--- src/rtl/mempat_pkg.sv ---
package mempat_pkg;

  typedef enum logic [3:0] {
    MODE_ORDER  = 4'd0,
    MODE_ZERO   = 4'd1,
    MODE_ONES   = 4'd2,
    MODE_CHECK  = 4'd3,
    MODE_INTER  = 4'd4,
    MODE_DWRITE = 4'd5,
    MODE_DREAD  = 4'd6,
    MODE_EDGE   = 4'd7,
    MODE_WALK   = 4'd8
  } modeCode_t;

  localparam logic [3:0] MODE_MAX = 4'd8;

  // strobes from control to datapath, one cycle each
  typedef struct packed {
    logic clrAddr;     // load start address
    logic regionBase;  // start address is the top region base
    logic incAddr;     // advance address
    logic doWrite;     // issue write
    logic doRead;      // issue read
    logic altData;     // write inverted pattern word
    logic clearFail;   // wipe result record
  } dpStrobe_t;

  function automatic logic isTwoPass(modeCode_t m);
    return !(m == MODE_INTER || m == MODE_DWRITE || m == MODE_DREAD);
  endfunction

endpackage

--- src/rtl/mempat_ctrl.sv ---
module mempat_ctrl
  import mempat_pkg::*;
(
  input  logic       clk,
  input  logic       rst,
  input  logic       start,
  input  logic [3:0] modeSel,
  input  logic       lastAddr,
  output dpStrobe_t  strobe,
  output modeCode_t  activeMode,
  output logic       busy,
  output logic       done
);

  typedef enum logic [2:0] {
    ST_IDLE, ST_WPASS, ST_RPASS, ST_STEP, ST_FLUSH, ST_FIN
  } ctrlState_t;

  ctrlState_t state;
  logic [1:0] stepCnt;
  logic       modeOk;
  logic       lastStep;
  modeCode_t  selMode;

  assign modeOk   = (modeSel <= MODE_MAX);
  assign selMode  = modeCode_t'(modeSel);
  assign lastStep = (activeMode == MODE_INTER) ? (stepCnt == 2'd1) : (stepCnt == 2'd2);

  always_comb begin
    strobe = '0;
    unique case (state)
      ST_IDLE: begin
        if (start && modeOk) begin
          strobe.clrAddr    = 1'b1;
          strobe.regionBase = (selMode == MODE_EDGE);
          strobe.clearFail  = 1'b1;
        end
      end
      ST_WPASS: begin
        strobe.doWrite = 1'b1;
        if (lastAddr) begin
          strobe.clrAddr    = 1'b1;
          strobe.regionBase = (activeMode == MODE_EDGE);
        end else begin
          strobe.incAddr = 1'b1;
        end
      end
      ST_RPASS: begin
        strobe.doRead  = 1'b1;
        strobe.incAddr = !lastAddr;
      end
      ST_STEP: begin
        case (activeMode)
          MODE_INTER: begin
            strobe.doWrite = (stepCnt == 2'd0);
            strobe.doRead  = (stepCnt == 2'd1);
          end
          MODE_DWRITE: begin
            strobe.doWrite = (stepCnt != 2'd2);
            strobe.altData = (stepCnt == 2'd0);
            strobe.doRead  = (stepCnt == 2'd2);
          end
          default: begin
            strobe.doWrite = (stepCnt == 2'd0);
            strobe.doRead  = (stepCnt != 2'd0);
          end
        endcase
        strobe.incAddr = lastStep && !lastAddr;
      end
      default: ;
    endcase
  end

  always_ff @(posedge clk) begin
    if (rst) begin
      state      <= ST_IDLE;
      stepCnt    <= 2'd0;
      activeMode <= MODE_ORDER;
    end else begin
      unique case (state)
        ST_IDLE: begin
          if (start && modeOk) begin
            activeMode <= selMode;
            stepCnt    <= 2'd0;
            state      <= isTwoPass(selMode) ? ST_WPASS : ST_STEP;
          end
        end
        ST_WPASS: if (lastAddr) state <= ST_RPASS;
        ST_RPASS: if (lastAddr) state <= ST_FLUSH;
        ST_STEP: begin
          if (lastStep) begin
            stepCnt <= 2'd0;
            if (lastAddr) state <= ST_FLUSH;
          end else begin
            stepCnt <= stepCnt + 2'd1;
          end
        end
        ST_FLUSH: state <= ST_FIN;
        default:  state <= ST_IDLE;
      endcase
    end
  end

  assign busy = (state == ST_WPASS) || (state == ST_RPASS) ||
                (state == ST_STEP)  || (state == ST_FLUSH);
  assign done = (state == ST_FIN);

endmodule

--- src/rtl/mempat_dpath.sv ---
module mempat_dpath
  import mempat_pkg::*;
#(
  parameter int ADDR_W   = 8,
  parameter int DATA_W   = 8,
  parameter int TOP_BITS = 3
) (
  input  logic              clk,
  input  logic              rst,
  input  dpStrobe_t         strobe,
  input  modeCode_t         activeMode,
  output logic              lastAddr,
  output logic [ADDR_W-1:0] ramAddr,
  output logic [DATA_W-1:0] ramWdata,
  output logic              ramEn,
  output logic              ramWr,
  output logic [DATA_W-1:0] readExp
);

  localparam int SEL_W = $clog2(DATA_W);
  localparam logic [ADDR_W-1:0] REGION_BASE =
    {{TOP_BITS{1'b1}}, {(ADDR_W-TOP_BITS){1'b0}}};

  logic [ADDR_W-1:0] addr;
  logic [DATA_W-1:0] addrAsData;
  logic [DATA_W-1:0] walkOnes;
  logic              walkFlip;
  logic [DATA_W-1:0] patWord;

  always_ff @(posedge clk) begin
    if (rst)                 addr <= '0;
    else if (strobe.clrAddr) addr <= strobe.regionBase ? REGION_BASE : '0;
    else if (strobe.incAddr) addr <= addr + 1'b1;
  end

  // address folded onto the data width
  generate
    if (DATA_W >= ADDR_W) begin : g_extend
      assign addrAsData = DATA_W'(addr);
    end else begin : g_trunc
      assign addrAsData = addr[DATA_W-1:0];
    end
    if (ADDR_W > SEL_W) begin : g_walkFlip
      assign walkFlip = addr[SEL_W];
    end else begin : g_noFlip
      assign walkFlip = 1'b0;
    end
  endgenerate

  assign walkOnes = DATA_W'(1) << addr[SEL_W-1:0];

  always_comb begin
    case (activeMode)
      MODE_ZERO:  patWord = '0;
      MODE_ONES:  patWord = '1;
      MODE_CHECK: patWord = {DATA_W{addr[0]}};
      MODE_WALK:  patWord = walkOnes ^ {DATA_W{walkFlip}};
      default:    patWord = addrAsData;
    endcase
  end

  assign lastAddr = &addr;
  assign ramAddr  = addr;
  assign ramWdata = patWord ^ {DATA_W{strobe.altData}};
  assign readExp  = patWord;
  assign ramEn    = strobe.doWrite | strobe.doRead;
  assign ramWr    = strobe.doWrite;

endmodule

--- src/rtl/mempat_cmp.sv ---
module mempat_cmp #(
  parameter int ADDR_W = 8,
  parameter int DATA_W = 8
) (
  input  logic              clk,
  input  logic              rst,
  input  logic              clearFail,
  input  logic              readIssued,
  input  logic [ADDR_W-1:0] addrIn,
  input  logic [DATA_W-1:0] expIn,
  input  logic [DATA_W-1:0] rdata,
  output logic              failFlag,
  output logic [ADDR_W-1:0] failAddr,
  output logic [DATA_W-1:0] failExp,
  output logic [DATA_W-1:0] failAct
);

  logic              chkValid;
  logic [ADDR_W-1:0] addrQ;
  logic [DATA_W-1:0] expQ;
  logic              mismatch;

  // expectation travels alongside the RAM's one-cycle read
  always_ff @(posedge clk) begin
    if (rst) begin
      chkValid <= 1'b0;
      addrQ    <= '0;
      expQ     <= '0;
    end else begin
      chkValid <= readIssued;
      addrQ    <= addrIn;
      expQ     <= expIn;
    end
  end

  assign mismatch = chkValid && (rdata != expQ);

  always_ff @(posedge clk) begin
    if (rst || clearFail) begin
      failFlag <= 1'b0;
      failAddr <= '0;
      failExp  <= '0;
      failAct  <= '0;
    end else if (mismatch && !failFlag) begin
      failFlag <= 1'b1;
      failAddr <= addrQ;
      failExp  <= expQ;
      failAct  <= rdata;
    end
  end

endmodule

--- src/rtl/mempat_engine.sv ---
module mempat_engine
  import mempat_pkg::*;
#(
  parameter int ADDR_W   = 8,
  parameter int DATA_W   = 8,
  parameter int TOP_BITS = 3
) (
  input  logic              clk,
  input  logic              rst,
  input  logic              start,
  input  logic [3:0]        modeSel,
  output logic [ADDR_W-1:0] ramAddr,
  output logic [DATA_W-1:0] ramWdata,
  output logic              ramEn,
  output logic              ramWr,
  input  logic [DATA_W-1:0] ramRdata,
  output logic              busy,
  output logic              done,
  output logic              failFlag,
  output logic [ADDR_W-1:0] failAddr,
  output logic [DATA_W-1:0] failExp,
  output logic [DATA_W-1:0] failAct
);

  dpStrobe_t         strobe;
  modeCode_t         activeMode;
  logic              lastAddr;
  logic [DATA_W-1:0] readExp;

  mempat_ctrl u_ctrl (
    .clk(clk), .rst(rst), .start(start), .modeSel(modeSel),
    .lastAddr(lastAddr), .strobe(strobe), .activeMode(activeMode),
    .busy(busy), .done(done)
  );

  mempat_dpath #(.ADDR_W(ADDR_W), .DATA_W(DATA_W), .TOP_BITS(TOP_BITS)) u_dpath (
    .clk(clk), .rst(rst), .strobe(strobe), .activeMode(activeMode),
    .lastAddr(lastAddr), .ramAddr(ramAddr), .ramWdata(ramWdata),
    .ramEn(ramEn), .ramWr(ramWr), .readExp(readExp)
  );

  mempat_cmp #(.ADDR_W(ADDR_W), .DATA_W(DATA_W)) u_cmp (
    .clk(clk), .rst(rst), .clearFail(strobe.clearFail),
    .readIssued(strobe.doRead), .addrIn(ramAddr), .expIn(readExp),
    .rdata(ramRdata), .failFlag(failFlag), .failAddr(failAddr),
    .failExp(failExp), .failAct(failAct)
  );

endmodule

--- config.mk ---
export PLATFORM = sky130hd
export DESIGN_NAME = mempat_engine
export DESIGN_NICKNAME = d
export VERILOG_FILES = /design/src/rtl/mempat_pkg.sv /design/src/rtl/mempat_ctrl.sv /design/src/rtl/mempat_dpath.sv /design/src/rtl/mempat_cmp.sv /design/src/rtl/mempat_engine.sv
export SDC_FILE = /design/constraint.sdc
export NUM_CORES = 1
export LEC_CHECK = 0
export BUFFER_PORTS_ARGS = -buffer_cell sky130_fd_sc_hd__buf_4
export CORE_ASPECT_RATIO = 1.4
export CORE_MARGIN = 5
export CORE_UTILIZATION = 29
export DETAILED_ROUTE_END_ITERATION = 16
export HOLD_SLACK_MARGIN = 0.05
export SYNTH_ARGS = -nofsm -noshare
export SYNTH_HDL_FRONTEND = slang
export SYNTH_SLANG_ARGS = --single-unit
--- constraint.sdc ---
create_clock -name clk -period 6.04 [get_ports clk]
set_clock_uncertainty 0.1 [all_clocks]
set_input_delay 0 -clock clk [delete_from_list [all_inputs] [get_ports clk]]
set_output_delay 0 -clock clk [all_outputs]
set_load 0.01 [all_outputs]
==> results, run 1 <==
- The clock period minus final worst setup slack is 2.48 ns.
- The most common cell after layout, fill and taps aside is sky130_fd_sc_hd__nor2_1.
- CTS placed an instance of sky130_fd_sc_hd__clkbuf_16 at the clock tree root.
- The starting density of the core is 29.7%.
- Summing every instance area after synthesis gives 0.00296 mm2.
- For this block, the initial DRC count from the detailed router was 114.
- The startpoint identified for the worst hold timing path is u_cmp.addrQ[7]$_SDFF_PP0_.
- The x dimension of the die is 95.4 um.
- The adder and majority gate portion of the synthesized area is 3.80%.
- The I/O pin count is 60.
- The share of the synthesized area in compound gates (AO/OA/AOI/OAI) is 11.6%.
- By startpoint and endpoint, the worst setup path is classified as reg2out.
- In the layout the commonest cells are 73 x sky130_fd_sc_hd__nor2_1, 60 x sky130_fd_sc_hd__buf_4, 59 x sky130_fd_sc_hd__dfxtp_1, 30 x sky130_fd_sc_hd__mux2i_1, 21 x sky130_fd_sc_hd__xnor2_1.
- The via count of the first global-routing pass was 2,402.
- Cells fill 39.7% of the core in the end.
- The area growth from synthesis to layout is 33.6%.
- The maximum ir drop on the vdd rail is 0.0000976 V.
- The full die area is 0.0124 mm2.
- For this run, the number of Yosys warnings is 0.
- After synthesis the netlist holds a flip-flop and latch count of 59.
- The number of hold violations in the final report was 0.
- The critical path launch point type is a register.
- Once detailed placement completed, the half-perimeter wirelength came to 5.39 mm.
- The number of levels in the clock H-tree is 3.
- The tightest min-delay check is of the reg2reg type.
- In this run the tool buffered the top-level ports with 59 buffer cells.
- The buffer levels on the longest clock path is 2.
- The area share of the largest cell type after synthesis is 39.9%.
- The share of layout cells above drive strength 1 is 22.6%.
- The peak fanout along the critical path is 9.
- Across all layers, the routed design uses 2,452 vias.
- The number of cells on the worst reg-to-reg path is 6.
- For the worst-skew pair, the clock arrives at the later sink with an insertion delay of 0.32 ns.
- The endpoint identified for the worst register-to-register timing path is u_dpath.ramAddr[5]$_SDFFE_PP0P_.
- The pre-antenna-repair detailed-routing pass consisted of 4 iterations.
- The initialized floorplan defines 43 standard-cell rows.
- By area the synthesized netlist is led by sky130_fd_sc_hd__dfxtp_1 40%, sky130_fd_sc_hd__mux2i_1 10%, sky130_fd_sc_hd__nor2_1 9.4%, sky130_fd_sc_hd__xnor2_1 6.2%, sky130_fd_sc_hd__ha_1 3.8%.
- The sum of negative setup slack is 0 ns.
- Of the total synthesized cell area, the portion taken by XOR and XNOR cells is 7.69%.
- STA classifies the critical path endpoint as a primary output.
- The number of antenna diodes is 0.
- The first global-routing pass estimated 11.7 mm of wire.
- The cell count after synthesis is 325.
- In this run, distinct cell masters in the synthesized netlist total 51.
- Excluding fillers, the count of instances in the completed layout stands at 538.
- The total routing usage reported by global routing is 12.3%.
- The total length of routed wires is 7.31 mm.
- The worst register-to-register path has a setup slack of 3.59 ns.
- For this run, the top clock speed supported by timing is 0.403 GHz.
- The clock buffer count from CTS is 9.
- The tool flagged a number of max-cap violations equal to 0.
- After detailed routing, the average wire length per cell comes to 13.6 um.
- Of the total synthesized cell area, the portion taken by AND, OR, NAND and NOR gates is 20.6%.
- The most common flop cell mapped by yosys is sky130_fd_sc_hd__dfxtp_1.
- After the last flow step, the layout net total stands at 422.
- Of the available clock period, the critical path in the final layout requires 41.1%.
- The count of final setup violators is 0.
- The TritonCTS clock tree is built.
- The normalized max-slew margin is 45.1%.
- Once detail routing completed, the nets flagged for antenna violations numbered 0.
- For this run the aggregate overflow at the end of global routing stands at 0.
- Including well taps, the total number of placed cells is 504.
- After clock tree synthesis, the clock-pin slew on the worst setup and hold paths is 0.05 ns.
- Summed over all cells, the static leakage comes to 1.59 nW.
- Tracing the worst setup path back leads to its startpoint at u_ctrl.activeMode[0]$_SDFFE_PP0P_.
- The number of vias per cell is 4.56.
- The run finished with clean final reports.
- Prior to clock tree synthesis, the placed netlist has a worst setup slack of 3.62 ns.
- The worst endpoint required time is 5.94 ns.
- The combinational family with the most area after synthesis is simple AND/OR/NAND/NOR gates.
- The sequential element share of the synthesized area is 39.9%.
- The portion of netlist area occupied by mux cells is 10.5%.
- Setup repair after global routing left no endpoint under its margin.
- Setup slack on the critical path of the routed design comes to 3.56 ns.
- Entering global routing, the biggest net connects 26 pins.
- Power spread over the standard cell area amounts to 296 mW/mm2.
- The critical path ends at ramWdata[3].
- The number of antenna violations at the first check in global routing is 0.
- Counting every net in the synthesized netlist gives 349.
- The die height is 130 um.
- The number of synthesized flops with an enable pin is 0.
- The worst register-to-register path begins at u_dpath.ramAddr[0]$_SDFFE_PP0P_.
- The final weighted congestion in routability-driven placement is 0.859.
- After detailed routing, the number of remaining DRC violations is 0.
- Summed over all instances, the cell type with the most area after synthesis is sky130_fd_sc_hd__dfxtp_1.
- The number of sinks driven by the clock tree is 59.
- The slew of the pin with the lowest slew margin is 0.821 ns.
- Data arrives at the worst endpoint at 2.38 ns.
- The placeable core region is 0.00995 mm2.
- The mean post-synth cell area is 9.11 um2.
- The max-slew violation total from the final report came to 0.
- Of all flip-flops after synthesis, the portion carrying an async set or reset was 0%.
==> layout make-up <==
class / instances / area [um2]
multi-input combinational: 239 / 1610
inverter: 11 / 41.3
timing repair buffer: 78 / 631
fill: 1010 / 6000
clock inverter: 6 / 88.8
clock buffer: 10 / 239
tap: 135 / 169
sequential: 59 / 1180
==> power by group <==
part	switching [mW]	total (mW)	internal [mW]
clock network	0.179	0.550	0.372
logic	0.102	0.194	0.0912
registers	0.0205	0.427	0.406
total	0.301	1.17	0.869
==> critical path, cell delays in order (launching register included) <==
cell,delay [ns]
sky130_fd_sc_hd__dfxtp_1,0.38
sky130_fd_sc_hd__nor2_1,0.23
sky130_fd_sc_hd__a22oi_1,0.12
sky130_fd_sc_hd__nor2_1,0.43
sky130_fd_sc_hd__o21ai_0,0.16
sky130_fd_sc_hd__a211oi_1,0.40
sky130_fd_sc_hd__xnor2_1,0.18
sky130_fd_sc_hd__buf_4,0.15
==> registers in the layout, summed over array words and instances, names as in the netlist <==
signal,cells
u_cmp.addrQ,8
u_cmp.expQ,8
u_cmp.failAct,8
u_cmp.failAddr,8
u_cmp.failExp,8
u_dpath.ramAddr,8
u_ctrl.activeMode,4
u_ctrl.state,3
u_ctrl.stepCnt,2
u_cmp.chkValid,1
u_cmp.failFlag,1
==> synthesized netlist by cell type (2+ instances only) <==
cell                       instances
sky130_fd_sc_hd__nand3_1           2
sky130_fd_sc_hd__nor2_1           74
sky130_fd_sc_hd__inv_1            10
sky130_fd_sc_hd__o22ai_1           3
sky130_fd_sc_hd__nand3_2           2
sky130_fd_sc_hd__and2_1            6
sky130_fd_sc_hd__nand2b_1          2
sky130_fd_sc_hd__o21ai_0          13
sky130_fd_sc_hd__buf_2             3
sky130_fd_sc_hd__nand2_1          12
sky130_fd_sc_hd__ha_1              9
sky130_fd_sc_hd__a211oi_1          3
sky130_fd_sc_hd__nand3b_1          2
sky130_fd_sc_hd__clkbuf_1          5
sky130_fd_sc_hd__o31ai_1           2
sky130_fd_sc_hd__a21oi_1           9
sky130_fd_sc_hd__xnor2_1          21
sky130_fd_sc_hd__and3_1            4
sky130_fd_sc_hd__nor2b_1           6
sky130_fd_sc_hd__a22oi_1           2
sky130_fd_sc_hd__clkbuf_8          4
sky130_fd_sc_hd__a31oi_1           2
sky130_fd_sc_hd__dfxtp_1          59
sky130_fd_sc_hd__mux2i_1          30
sky130_fd_sc_hd__buf_6             4
sky130_fd_sc_hd__nor3_1            4
sky130_fd_sc_hd__xor2_1            5
sky130_fd_sc_hd__nand4_1           3
sky130_fd_sc_hd__nor3b_1           2
==> worst min-delay path by stage <==
stage                                        end  slack [ns]  cells after the start
2_1_floorplan  u_ctrl.activeMode[0]$_SDFFE_PP0P_        0.04                      2
3_3_place_gp   u_ctrl.activeMode[3]$_SDFFE_PP0P_        0.15                      3
3_5_place_dp       u_cmp.failAct[3]$_SDFFE_PP0P_        0.16                      3
4_1_cts            u_cmp.failAct[3]$_SDFFE_PP0P_        0.37                      4
5_1_grt           u_cmp.failAddr[6]$_SDFFE_PP0P_        0.39                      2
6_report          u_cmp.failAddr[7]$_SDFFE_PP0P_        0.36                      2
==> logic make-up after synthesis <==
family,Yosys count
AND/OR/NAND/NOR,125
flip-flops,59
AO/OA/AOI/OAI,48
multiplexers,31
buffers and inverters,27
XOR/XNOR,26
adder cells (fa/ha/maj),9
==> per-layer routing <==
layer	up-vias	part of all wire [%]	GRT usage [%]
met2	60	49	22.1
met5	-	0	0
met1	1122	44	13.2
li1	1262	-	-
met3	8	5.2	3.48
met4	0	1.6	5.11
==> repair_timing <==
item / in CTS / in global routing
hold buffers: 18 / 0
setup buffers: 0 / 0
setup endpoints to repair: 0 / 0
endpoints found under the hold margin: 32 / 0
gates resized for setup: 0 / 0
==> per-stage QoR <==
| step | hold slack (ns) | power, mW | area [um2] |
|---|---|---|---|
| global placement | 0.149 | 0.617 | 3450 |
| CTS | 0.365 | 1.19 | 3960 |
| global route | 0.391 | 1.23 | 3960 |
| finish | 0.364 | 1.17 | 3960 |
| detailed placement | 0.161 | 0.620 | 3450 |
| floorplan | 0.0439 | 0.558 | 2960 |
(Power assumes the default switching activity.)
==> inputs of run 2 (changes only) <==
- ABC_AREA: default -> 1
- clock period: 6.04 -> 2.5 ns (I/O delays scaled with it)
==> run 2 against run 1 <==
Compared with the run above:
- synthesized area increased by 12%
- largest cell class unchanged
- wire length increased by 13%
- synthesized cell count increased by 54%
==> results, run 2 <==
- The run finished with clean final reports.
- The synthesized design devotes to its leading area cell type 35.5% of total area.
- In the final routed layout, each cell accounts on average for 11.4 um.
- The routing usage on met3 is 2.75%.
- The async set-reset flop share out of synthesis is 0%.
- The I/O pin count is 60.
- The sum of negative setup slack is 0 ns.
- By count the netlist is led by 120 x sky130_fd_sc_hd__nand2_1, 99 x sky130_fd_sc_hd__inv_1, 62 x sky130_fd_sc_hd__nor2_1.
- The number of levels in the clock H-tree is 3.
- The number of hold violations in the final report is 0.
- The clock insertion delay at the later pin of the skew report is 0.33 ns.
- The relative contribution of the clock network to total power is 29.7%.
- After global routing the overflow that remains totals 0.
- The total routing usage reported by global routing is 12.9%.
- Combinational logic is responsible for 40.8% of the overall power.
- In the final layout, the share of cells above drive strength 1 is 17.8%.
- No sink is reached through more buffers than the 2 on the longest clock path.
- Power spread over the standard cell area amounts to 1010 mW/mm2.
- Setup repair after global routing left no endpoint under its margin.
- Leaving out filler cells and counting taps, the final layout contains 722.
- The static leakage is 2.14 nW.
- The cell count after synthesis is 502.
- The internal power component is 2.74 mW.
- The slew of the pin with the lowest slew margin is 0.486 ns.
- The Yosys step of the flow raised 0 warnings.
- The end of the worst register-to-register path is u_ctrl.activeMode[2]$_SDFFE_PP0P_.
- The library cell appearing most often on the critical path is sky130_fd_sc_hd__xor2_1.
- The root buffer cell is sky130_fd_sc_hd__clkbuf_16.
- The total length of routed wires is 8.24 mm.
- The most numerous cell in the Yosys netlist is sky130_fd_sc_hd__nand2_1.
- On the worst path, the slowest cell contributes a delay of 0.48 ns.
- Traced cell by cell, the critical path runs through inv_1, ha_1, nand2_1, xor2_1, nor2_1, o22ai_2, xor2_1, buf_4.
- The number of gates resized after CTS was 0.
- The first routing iteration left 110 violations.
- The final layout contains 597 nets.
- The first global-routing pass estimated 14.1 mm of wire.
- The global-route layer with the greatest usage is met2.
- Once the floorplan was initialized, standard cells occupied 29.5% of the core.
- The logic depth of the worst path, buffers included is 8.
- The library cell used most frequently in the layout, excluding fill and tap cells, is sky130_fd_sc_hd__nand2_1.
- The number of buffers and inverters on the critical path is 2.
- Tracing the worst setup path back leads to its startpoint at u_dpath.ramAddr[0]$_SDFFE_PP0P_.
- Global routing used 14.6% of the available met1 tracks.
- After clock tree synthesis, the clock-pin slew on the worst setup and hold paths is 0.05 ns.
- Among cell families on the critical path, the largest total delay comes from flip-flops.
- Compared with the post-synthesis result, the final layout area differs by 30.9%.
- The number of antenna violations at the first check in global routing is 0.
- The via count of the first global-routing pass is 3,103.
- The largest net degree at the start of global routing is 27.
- After synthesis, the largest family of logic cells by area is simple AND/OR/NAND/NOR gates.
- Of the total power, registers draw 29.5%.
- The maximum ir drop on the vdd rail is 0.000451 V.
- The pre-antenna-repair detailed-routing pass consisted of 4 iterations.
- Measured along the x axis, the die boundary spans 101 um.
- Once placement completed, the tool counted placed cells totaling 689.
- For the worst flop-to-flop path, the logic depth is 7.
- The max-slew violation total from the final report is 0.
- The standard-cell row count is 46.
- The most common flop cell mapped by yosys is sky130_fd_sc_hd__dfxtp_1.
- The normalized max-slew margin is 67.5%.
- The final antenna-violating net count is 0.
- The sequential element share of the synthesized area is 35.5%.
- The setup slack of the most critical reg-to-reg path is 0.48 ns.
- Along the worst path, the maximum fanout reaches 8.
- The worst endpoint required time is 2.40 ns.
- The flip-flop and latch count after synthesis is 59.
- The count of port buffers added during placement is 59.
- The library cell with the largest summed area after synthesis is sky130_fd_sc_hd__dfxtp_1.
- The worst path needs 2.18 ns of the cycle, external delays included.
- The synthesized netlist devotes 7.41% of its cell area to compound gates.
- The worst setup path is launched from a register.
- Multiplexer cells account for 0% of the synthesized area.
- The start of the worst register-to-register path is u_ctrl.state[0]$_SDFFE_PP0P_.
- Data arrives at the worst endpoint at 2.08 ns.
- The met2 track utilization from global routing is 23.4%.
- STA classifies the critical path endpoint as a primary output.
- The DRC violation count after routing is 0.
- The total number of vias is 3,157.
- The floorplan step set the die height to 137 um.
- The placed wire-length estimate is 6.30 mm.
- The worst setup path is of the reg2out kind.
- The post-synth net total is 526.
- TritonCTS built the clock tree.
- Using the TritonRoute via totals, the vias-per-cell ratio works out to 4.37.
- Yosys mapped the design onto 32 distinct sky130hd cell types.
- For this design the total switching power over the nets is 1.63 mW.
- The most critical setup path has its endpoint at ramWdata[4].
- The net switching fraction of the power is 37.3%.
- The worst hold-check path type is in2reg.
- After Yosys synthesis, XOR and XNOR cells account for 6.32% of the synthesized area.
- Among all stages on the critical path, the largest delay is contributed by sky130_fd_sc_hd__dfxtp_1.
- The core region is 0.0113 mm2.
- The fmax is 0.459 GHz.
- The count of final setup violators is 0.
- Leaving out fill and tap cells, the most frequent cells in the layout are 120 x sky130_fd_sc_hd__nand2_1, 99 x sky130_fd_sc_hd__inv_1, 62 x sky130_fd_sc_hd__nor2_1, 61 x sky130_fd_sc_hd__buf_4, 59 x sky130_fd_sc_hd__dfxtp_1.
- The number of max-cap violations is 0.
- By area the synthesized netlist is led by sky130_fd_sc_hd__dfxtp_1 36%, sky130_fd_sc_hd__nand2_1 14%, sky130_fd_sc_hd__inv_1 11%, sky130_fd_sc_hd__nor2_1 7.0%, sky130_fd_sc_hd__nand4_1 5.1%.
- The part of the cycle the worst path needs is 87.2%.
- The adder and majority gate portion of the synthesized area is 3.39%.
- Yosys mapped a number of flops with a built-in enable equal to 0.
- The die covers 0.0137 mm2.
- The basic-gate share of the synthesized area counting and, or, nand and nor cells is 32.3%.
- Final hold analysis gives a worst-case slack of 0.107 ns.
- After synthesis the cells add up to 0.00333 mm2.
- The number of sinks driven by the clock tree is 59.
- Dividing the synthesized area by the synthesized cell count gives 6.62 um2.
- Routability-driven placement finished with a final weighted congestion of 0.879.
- The repair_antennas step left the layout with diodes totalling 0.
- Counting the buffers created by CTS gives 9.
run 2: routing by layer:
metal | share of wire, % | wire (um) | vias up
met4 | 2.1 | 173 | 0
met5 | 0 | 0 | -
met1 | 41 | 3400 | 1397
met2 | 51 | 4240 | 82
met3 | 5.2 | 430 | 13
li1 | - | - | 1665
run 2: worst min path at each step:
stage	cells past startpoint	slack, ns	from	end
2_1_floorplan	2	0.09	modeSel[3]	u_ctrl.activeMode[3]$_SDFFE_PP0P_
4_1_cts	7	0.07	start	u_ctrl.state[0]$_SDFFE_PP0P_
3_3_place_gp	3	0.21	modeSel[3]	u_ctrl.activeMode[3]$_SDFFE_PP0P_
3_5_place_dp	3	0.21	modeSel[1]	u_ctrl.activeMode[1]$_SDFFE_PP0P_
6_report	4	0.11	start	u_ctrl.stepCnt[0]$_SDFFE_PP0P_
5_1_grt	7	0.14	start	u_ctrl.state[0]$_SDFFE_PP0P_
run 2: worst reg2reg max path: stages, from the launching register on:
cell                            delay (ns)
sky130_fd_sc_hd__dfxtp_1              0.35
sky130_fd_sc_hd__inv_2                0.12
sky130_fd_sc_hd__nand2_2              0.09
sky130_fd_sc_hd__nor2_2               0.14
sky130_fd_sc_hd__nand3_2              0.23
sky130_fd_sc_hd__o21ai_0              0.26
sky130_fd_sc_hd__a21oi_1              0.06
sky130_fd_sc_hd__dlygate4sd3_1        0.56
run 2: final cells by class:
cell class / instances / area [um2]
Tap cell: 144 / 180
Clock inverter: 5 / 77.6
Timing Repair Buffer: 78 / 628
Sequential cell: 59 / 1180
Inverter: 109 / 409
Fill cell: 1237 / 6930
Multi-Input combinational cell: 316 / 1640
Clock buffer: 11 / 233
run 2: logic make-up after synthesis:
kind of cell	after synthesis
flip-flops	59
adder cells (fa/ha/maj)	9
AO/OA/AOI/OAI	42
AND/OR/NAND/NOR	241
buffers and inverters	127
XOR/XNOR	24
run 2: power by group through the flow:
| stage | clock network, mW | logic [mW] | registers, mW |
|---|---|---|---|
| final | 1.30 | 1.78 | 1.29 |
| after detailed placement | 0 | 1.75 | 1.32 |
| after CTS | 1.33 | 1.80 | 1.30 |
| after floorplan | 0 | 1.15 | 1.32 |
| after global placement | 0 | 1.74 | 1.31 |
| after global routing | 1.36 | 2.02 | 1.32 |
run 2: per-stage QoR:
step / instance area [um2] / setup slack, ns / utilization [%] / total power [mW]
floorplan: 3330 / 0.915 / - / 2.46
global placement: 3870 / 0.631 / 34.3 / 3.05
detailed placement: 3870 / 0.616 / 34.3 / 3.07
CTS: 4350 / 0.317 / 38.6 / 4.43
global route: 4350 / 0.208 / 38.6 / 4.71
finish: 4350 / 0.319 / 38.6 / 4.38
run 2: timing repair:
action,4_1_cts,5_1_grt
endpoints found under the hold margin,32,0
hold buffers,17,0
buffers inserted,0,0
